[config.mk]
export PLATFORM = sky130hd
export DESIGN_NAME = gpio_evt_bank
export DESIGN_NICKNAME = d
export VERILOG_FILES = /design/src/rtl/gpio_evt_bank.sv
export SDC_FILE = /design/constraint.sdc
export NUM_CORES = 1
export LEC_CHECK = 0
export BUFFER_PORTS_ARGS = -buffer_cell sky130_fd_sc_hd__buf_2
export CORE_MARGIN = 4
export CORE_UTILIZATION = 55
export DETAILED_ROUTE_END_ITERATION = 7
export HOLD_SLACK_MARGIN = 0.03
export PLACE_DENSITY = 0.74
export REMOVE_ABC_BUFFERS = 1
export SKIP_CTS_REPAIR_TIMING = 1
export SYNTH_ARGS = -nofsm -noshare
export SYNTH_HDL_FRONTEND = slang
export SYNTH_SLANG_ARGS = --single-unit
[constraint.sdc]
create_clock -name clk -period 3.5 [get_ports clk]
set_input_delay 0.175 -clock clk [delete_from_list [all_inputs] [get_ports clk]]
set_output_delay 0.175 -clock clk [all_outputs]
set_load 0.005 [all_outputs]
[src/rtl/gpio_evt_bank.sv]
module gpio_evt_bank #(
  parameter int ADDR_W = 8
) (
  input  logic              clk,
  input  logic              rst_n,
  input  logic [31:0]       pin_i,
  input  logic              reg_we,
  input  logic [ADDR_W-1:0] reg_addr,
  input  logic [31:0]       reg_wdata,
  output logic [31:0]       reg_rdata,
  output logic              irq_o
);
  localparam logic [ADDR_W-1:0] OFS_EN   = ADDR_W'('h10);
  localparam logic [ADDR_W-1:0] OFS_MSK  = ADDR_W'('h18);
  localparam logic [ADDR_W-1:0] OFS_TYP  = ADDR_W'('h20);
  localparam logic [ADDR_W-1:0] OFS_POL  = ADDR_W'('h28);
  localparam logic [ADDR_W-1:0] OFS_ANY  = ADDR_W'('h30);
  localparam logic [ADDR_W-1:0] OFS_STAT = ADDR_W'('h50);
  localparam logic [ADDR_W-1:0] OFS_RAW  = ADDR_W'('h58);
  localparam logic [ADDR_W-1:0] OFS_CLR  = ADDR_W'('h60);

  logic [31:0] en_q, msk_q, typ_q, pol_q, any_q, raw_q, pin_q;
  logic [31:0] rise, fall, ehit, lvl, edge_mode, clr_vec, stat, sel;
  logic [ADDR_W-1:0] slot;
  logic hi, aligned, irq_q;

  assign aligned = (reg_addr[1:0] == 2'b00);
  assign hi      = reg_addr[2];
  assign slot    = {reg_addr[ADDR_W-1:3], 3'b000};

  function automatic logic [31:0] merge(input logic [31:0] cur, input logic upper,
                                        input logic [31:0] wd);
    logic [31:0] r;
    r = cur;
    if (upper) r[31:16] = (cur[31:16] & ~wd[31:16]) | (wd[15:0] & wd[31:16]);
    else       r[15:0]  = (cur[15:0]  & ~wd[31:16]) | (wd[15:0] & wd[31:16]);
    return r;
  endfunction

  always_ff @(posedge clk) begin
    if (!rst_n) begin
      en_q <= '0; msk_q <= '0; typ_q <= '0; pol_q <= '0; any_q <= '0;
    end else if (reg_we && aligned) begin
      if (slot == OFS_EN)  en_q  <= merge(en_q,  hi, reg_wdata);
      if (slot == OFS_MSK) msk_q <= merge(msk_q, hi, reg_wdata);
      if (slot == OFS_TYP) typ_q <= merge(typ_q, hi, reg_wdata);
      if (slot == OFS_POL) pol_q <= merge(pol_q, hi, reg_wdata);
      if (slot == OFS_ANY) any_q <= merge(any_q, hi, reg_wdata);
    end
  end

  assign clr_vec = (reg_we && aligned && slot == OFS_CLR)
                 ? (hi ? {reg_wdata[15:0] & reg_wdata[31:16], 16'h0}
                       : {16'h0, reg_wdata[15:0] & reg_wdata[31:16]})
                 : '0;

  assign rise      = pin_i & ~pin_q;
  assign fall      = ~pin_i & pin_q;
  assign edge_mode = typ_q | any_q;
  assign ehit      = en_q & edge_mode & ((any_q & (rise | fall)) |
                     (~any_q & ((pol_q & rise) | (~pol_q & fall))));
  assign lvl       = (pin_i & pol_q) | (~pin_i & ~pol_q);

  always_ff @(posedge clk) begin
    if (!rst_n) begin
      pin_q <= '0;
      raw_q <= '0;
      irq_q <= 1'b0;
    end else begin
      pin_q <= pin_i;
      raw_q <= en_q & ((edge_mode & (ehit | (raw_q & ~clr_vec))) | (~edge_mode & lvl));
      irq_q <= |stat;
    end
  end

  assign stat  = raw_q & ~msk_q;
  assign irq_o = irq_q;

  always_comb begin
    case (slot)
      OFS_EN:   sel = en_q;
      OFS_MSK:  sel = msk_q;
      OFS_TYP:  sel = typ_q;
      OFS_POL:  sel = pol_q;
      OFS_ANY:  sel = any_q;
      OFS_STAT: sel = stat;
      OFS_RAW:  sel = raw_q;
      default:  sel = '0;
    endcase
    if (!aligned) reg_rdata = '0;
    else          reg_rdata = hi ? {16'h0, sel[31:16]} : {16'h0, sel[15:0]};
  end

  assert_disabled_quiet_R7: assert property (@(posedge clk) disable iff (!rst_n)
    1'b1 |=> ((raw_q & ~$past(en_q)) == '0));

  assert_edge_latched_R10: assert property (@(posedge clk) disable iff (!rst_n)
    1'b1 |=> (($past(ehit) & ~raw_q) == '0));

  assert_level_tracks_R6: assert property (@(posedge clk) disable iff (!rst_n)
    1'b1 |=> (((raw_q ^ $past(lvl)) & $past(en_q & ~edge_mode)) == '0));

  assert_edge_needs_event_R3: assert property (@(posedge clk) disable iff (!rst_n)
    1'b1 |=> ((raw_q & ~$past(raw_q) & $past(en_q & edge_mode) & ~$past(ehit)) == '0));

  assert_irq_raise_R11: assert property (@(posedge clk) disable iff (!rst_n)
    ((raw_q & ~msk_q) != '0) |=> irq_o);

  assert_irq_source_R8: assert property (@(posedge clk) disable iff (!rst_n)
    irq_o |-> $past((raw_q & ~msk_q) != '0));
endmodule

### After elaboration in Yosys (flattened, before gate mapping)

Cells that the tools add are included.

* multiply operators: 0
* reductions and logical operators: 14
* divide/modulo/power cells: 0
* add/sub/neg operators: 0
* bitwise gates (word level): 52
* $lt $le $gt $ge: 0
* eq/ne operators: 8
* shift operators: 0
* muxes and demuxes: 5

Operators by type and width (number)
* bitwise AND 32 bit: 15
* inverter 32 bit: 7
* OR 32 bit: 7
* case mux 32 bit (7 select lines): 1
* bitwise AND 16 bit: 11
* OR 16 bit: 10
* 2-to-1 mux 32 bit: 2
* 2-to-1 mux 16 bit: 2
* OR reduction 32 bit: 1
* AND reduction 3 bit: 10
* inverter 16 bit: 1
* equality test 5 x 3 -> 1 bit (second input constant): 3
* equality test 5 x 4 -> 1 bit (second input constant): 3
* equality test 5 x 2 -> 1 bit (second input constant): 2
* logical AND 1 bit: 2
* zero test 2 bit: 1
* inverter 1 bit: 1

* bits in registers: 225
* ROM bits: 0
* RAM bits: 0
* memories kept: 0
* input port bits: 75
* latch bits: 0

### Logic depth before layout (Yosys ltp)

* depth after elaboration: 11
* gate-level depth with buffers: 8
* mapped depth without buffers: 6

### Worst setup path before layout

Ideal clock, no wire load.

* path type: input to output
* start: input reg_addr[3]
* end: output reg_rdata[0]
* arrival: 1.645 ns
* stages: 8
* buffers on the path: 3
* data required time: 3.325 ns
* slack: 1.680 ns
* cells stage by stage: buf_6 -> or4b_1 -> buf_4 -> nor2_2 -> buf_2 -> a32oi_1 -> nand3_1 -> and3_1

* longest elaborated chain between the ends: 4
* elaborated cells between the ends (all ways): 10
* classes of those cells: 7 x eq/ne; 3 x mux

Ends and longest elaborated chain
* start: declaration: RTL line 8 `input logic [ADDR_W-1:0] reg_addr,`
* equality test 5 x 4 -> 1 bit, or another cell as far along: RTL line 80 `case (slot)`
* case mux 32 bit (7 select lines) (*): RTL line 80
* 2-to-1 mux 16 bit (*): RTL line 91 `else reg_rdata = hi ? {16'h0, sel[31:16]} : {16'h0, sel[15:0]};`
* 2-to-1 mux 16 bit (*): RTL line 90 `if (!aligned) reg_rdata = '0;`
* end: declaration: RTL line 10 `output logic [31:0] reg_rdata,`

Mark *: on every way between the ends. The rest lies on a longest branch, timed or not.

### Final worst setup path

* start: input reg_addr[4]
* end: output reg_rdata[0]

Same word-level chain as after synthesis.

==> parameters.txt <==
Parameter                              Value

Run status
  Run status    completed

Synth
  Number of synthesized flops with an enable pin    0
  Post-synth ARST share    0
  Post-Syn Area per Cell    8.27 um^2
  Flip-flop and latch count after synthesis    225
  Dominant register cell in the synthesized netlist    sky130_fd_sc_hd__dfxtp_1
  Largest cells by area after synthesis    sky130_fd_sc_hd__dfxtp_1, sky130_fd_sc_hd__mux2i_1, sky130_fd_sc_hd__nand2_1, sky130_fd_sc_hd__nor2b_1, sky130_fd_sc_hd__ha_1
  Netlist area before placement    0.0133 mm^2
  Proportion of netlist area held by the largest area contributor    0.338
  Cell taking the most area after synthesis    sky130_fd_sc_hd__dfxtp_1
  Most instantiated library cell after synthesis    sky130_fd_sc_hd__nand2_1
  Top post-synthesis cells by count    sky130_fd_sc_hd__nand2_1, sky130_fd_sc_hd__dfxtp_1, sky130_fd_sc_hd__mux2i_1
  Number of different library cells in the post-synthesis netlist    55
  Synthesized instance count    around 1600
  Number of warnings printed during yosys synthesis    0
  Sequential area share after synthesis    0.338

Placed design
  Final weighted congestion in routability-driven placement    around 0.9
  Total cell area at the placement stage    around 0.014 mm^2
  Place WS    666 ps
  Half-perimeter wire length of the detailed placement result    25.2 mm
  Count of input and output buffers    91

Clock network
  Max H-tree Level    1
  Number of buffers created by CTS    26
  Worst-skew pair later-pin latency    about 540 ps
  CTS tree    built
  Clock transition at the registers of the reported paths    roughly 60 ps
  Max Root-Sink Buffers    3
  Clock Sinks    225
  Buffer type at the clock tree root    sky130_fd_sc_hd__clkbuf_16

Detailed routing
  Vias per inst    5.82
  Final antenna-violating net count    0
  First-pass iteration count of the detailed router    5
  Number of remaining DRC errors    0
  Initial DRC count    1122
  Detailed Route WL    38.2 mm
  DR vias    11800
  Routed wirelength normalized by instance count    18.8 um

Power
  Static Leak    6.39 nW
  Internal power    4.44 mW
  NetSw    about 1.4 mW
  Relative contribution of sequential cells to total power    0.443
  Switching portion of total power    0.241
  Power density cells    ~390 mW/mm^2
  Portion of total power attributed to combinational logic    0.080
  Clock share of power    0.477
  Total power    5.86 mW
  Maximum VDD drop    0.000539 V

GRT
  Met2 track utilization from global routing    0.438
  Global-route met3 utilization    0.0391
  Number of global-route vias before repair    11000
  GRT Util Overall    0.276
  Number of antenna violations at the first check in global routing    1
  Wire length of the first global-routing pass    59.4 mm
  Maximum number of pins on one net before global-route repair    96
  Most Used Layer, Global Route    met2
  Overflow left after global routing    0
  Met1 track utilization from global routing    0.381

Setup path
  Endpoint required time on the critical path    3320 ps
  Stage delay of the slowest cell on the critical path    600 ps
  Worst EP arrival    2500 ps
  Highest-delay cell along the critical path    sky130_fd_sc_hd__or4b_4
  CP Launch Type    primary input
  Max FO, Critical Path    18
  Endpoint type of the worst setup path    output port
  Most prevalent standard cell on the critical path    sky130_fd_sc_hd__buf_2
  Cells traversed along the worst timing path    buf_2, or4b_4, nor2_2, buf_4, a22oi_1, nand3_1, and3_1, buf_2
  Worst setup path class    primary input to output port

Cells and area
  Number of filler instances in the final layout    2058
  Number of diodes added for antenna fixing    0
  Area overhead of the layout relative to synthesis    13.8%
  Share of final-layout standard cells stronger than drive strength 1    0.110
  Fin area    approximately 0.015 mm^2
  # nets final    around 1800

Timing
  TNS Setup    0 ps
  Actual transition at the worst max-transition pin    1160 ps
  Final Hold Viols    0
  Number of setup violations in the final report    0
  Slew Viols, Final    0
  Smallest hold slack    about 9.8 ps
  Fmax    373 MHz
  Part of the cycle the worst path needs    0.765
  Relative slew slack    0.225
  Worst clock skew    roughly 12 ps
  Slack of the critical path    822 ps
  Post-layout min period    2680 ps
  Unrepaired setup endpoints after global routing    no

Die
  Area enclosed by the die boundary    0.0268 mm^2
  Initial core utilization    0.563
  Placeable Area    0.0237 mm^2
  Die Ht    between 150 and 200 um
  Die Width    between 150 and 200 um
  Placement Rows    56
  Ports    108

Hold path
  Min-Delay Path Class    primary input to flip-flop

Run
  Maxcap violations    0
## logic make-up after synthesis
kind of cell               count (synthesis)  share of synthesized area
other                                      1                   0.000281
AOI/OAI and AO/OA                        291                      0.141
adders and majority gates                 64                     0.0601
and+or+nand+nor                          593                      0.224
muxes                                    190                      0.143
buffers and inverters                    215                     0.0730
xor gates and xnor gates                  32                     0.0210
DFF                                      225                      0.338
## power groups by stage
stage	clock, mW	combinational, mW	sequential (mW)
4_1_cts	2.83	0.430	2.59
2_1_floorplan	0	0.178	2.65
6_report	2.79	0.468	2.59
3_5_place_dp	0	0.426	2.65
5_1_grt	2.93	0.508	2.59
3_3_place_gp	0	0.417	2.65
## metrics by stage
| step | utilization | instances |
|---|---|---|
| after floorplan | - | 1506 |
| after global placement | 0.588 | 1946 |
| after detailed placement | 0.588 | 1946 |
| after CTS | 0.625 | 1994 |
| after global routing | 0.640 | 2029 |
| final | 0.640 | 2029 |
## cells in the final DEF (no fill, tap or decap), types with 16 or more instances in the layout
| cell type | synthesis | layout |
|---|---|---|
| sky130_fd_sc_hd__nand2_1 | 305 | 305 |
| sky130_fd_sc_hd__dfxtp_1 | 225 | 225 |
| sky130_fd_sc_hd__mux2i_1 | 188 | 188 |
| sky130_fd_sc_hd__nor2b_1 | 133 | 133 |
| sky130_fd_sc_hd__inv_1 | 94 | 94 |
| sky130_fd_sc_hd__buf_2 | 28 | 90 |
| sky130_fd_sc_hd__o21ai_0 | 79 | 79 |
| sky130_fd_sc_hd__a21oi_1 | 65 | 65 |
| sky130_fd_sc_hd__ha_1 | 64 | 64 |
| sky130_fd_sc_hd__nand3_1 | 56 | 56 |
| sky130_fd_sc_hd__dlygate4sd3_1 | 0 | 35 |
| sky130_fd_sc_hd__a21boi_0 | 33 | 33 |
| sky130_fd_sc_hd__xnor2_1 | 32 | 32 |
| sky130_fd_sc_hd__o311ai_0 | 32 | 32 |
| sky130_fd_sc_hd__and2_1 | 32 | 32 |
| sky130_fd_sc_hd__buf_4 | 23 | 27 |
| sky130_fd_sc_hd__clkbuf_16 | 0 | 26 |
| sky130_fd_sc_hd__a22oi_1 | 23 | 23 |
| sky130_fd_sc_hd__nor2_1 | 17 | 17 |
| sky130_fd_sc_hd__conb_1 | 1 | 16 |
## worst max-delay path, delay by kind of cell
| family | cells | cell delay, ps |
|---|---|---|
| AND/OR/NAND/NOR | 4 | 1360 |
| buffers and inverters | 3 | 820 |
| AO/OA/AOI/OAI | 1 | 120 |
## final timing paths
path,cells after the start,startpoint,slack (ps),end
max,8,reg_addr[4],820,reg_rdata[0]
min,3,reg_wdata[15],10,flip-flop
max reg2reg,4,raw_q[14],1830,irq_o
min reg2reg,2,raw_q[7],480,raw_q[7]
## area by class of cell
type	instances	area, um^2	share of cell area
clock buffers	37	772	0.0509
clock inverters	11	116	0.00767
inverters	95	357	0.0235
multi-input cells	1186	7930	0.523
flip-flops and latches	225	4500	0.297
well taps	319	399	0.0263
repair buffers	156	1080	0.0715
## metal layers
| metal | vias to the layer above | routed length [um] |
|---|---|---|
| met2 | 516 | 17500 |
| met4 | 0 | 1360 |
| met5 | - | 0 |
| li1 | 5620 | - |
| met3 | 99 | 3020 |
| met1 | 5573 | 16300 |
Note: power is estimated with default switching activity, not from simulation.
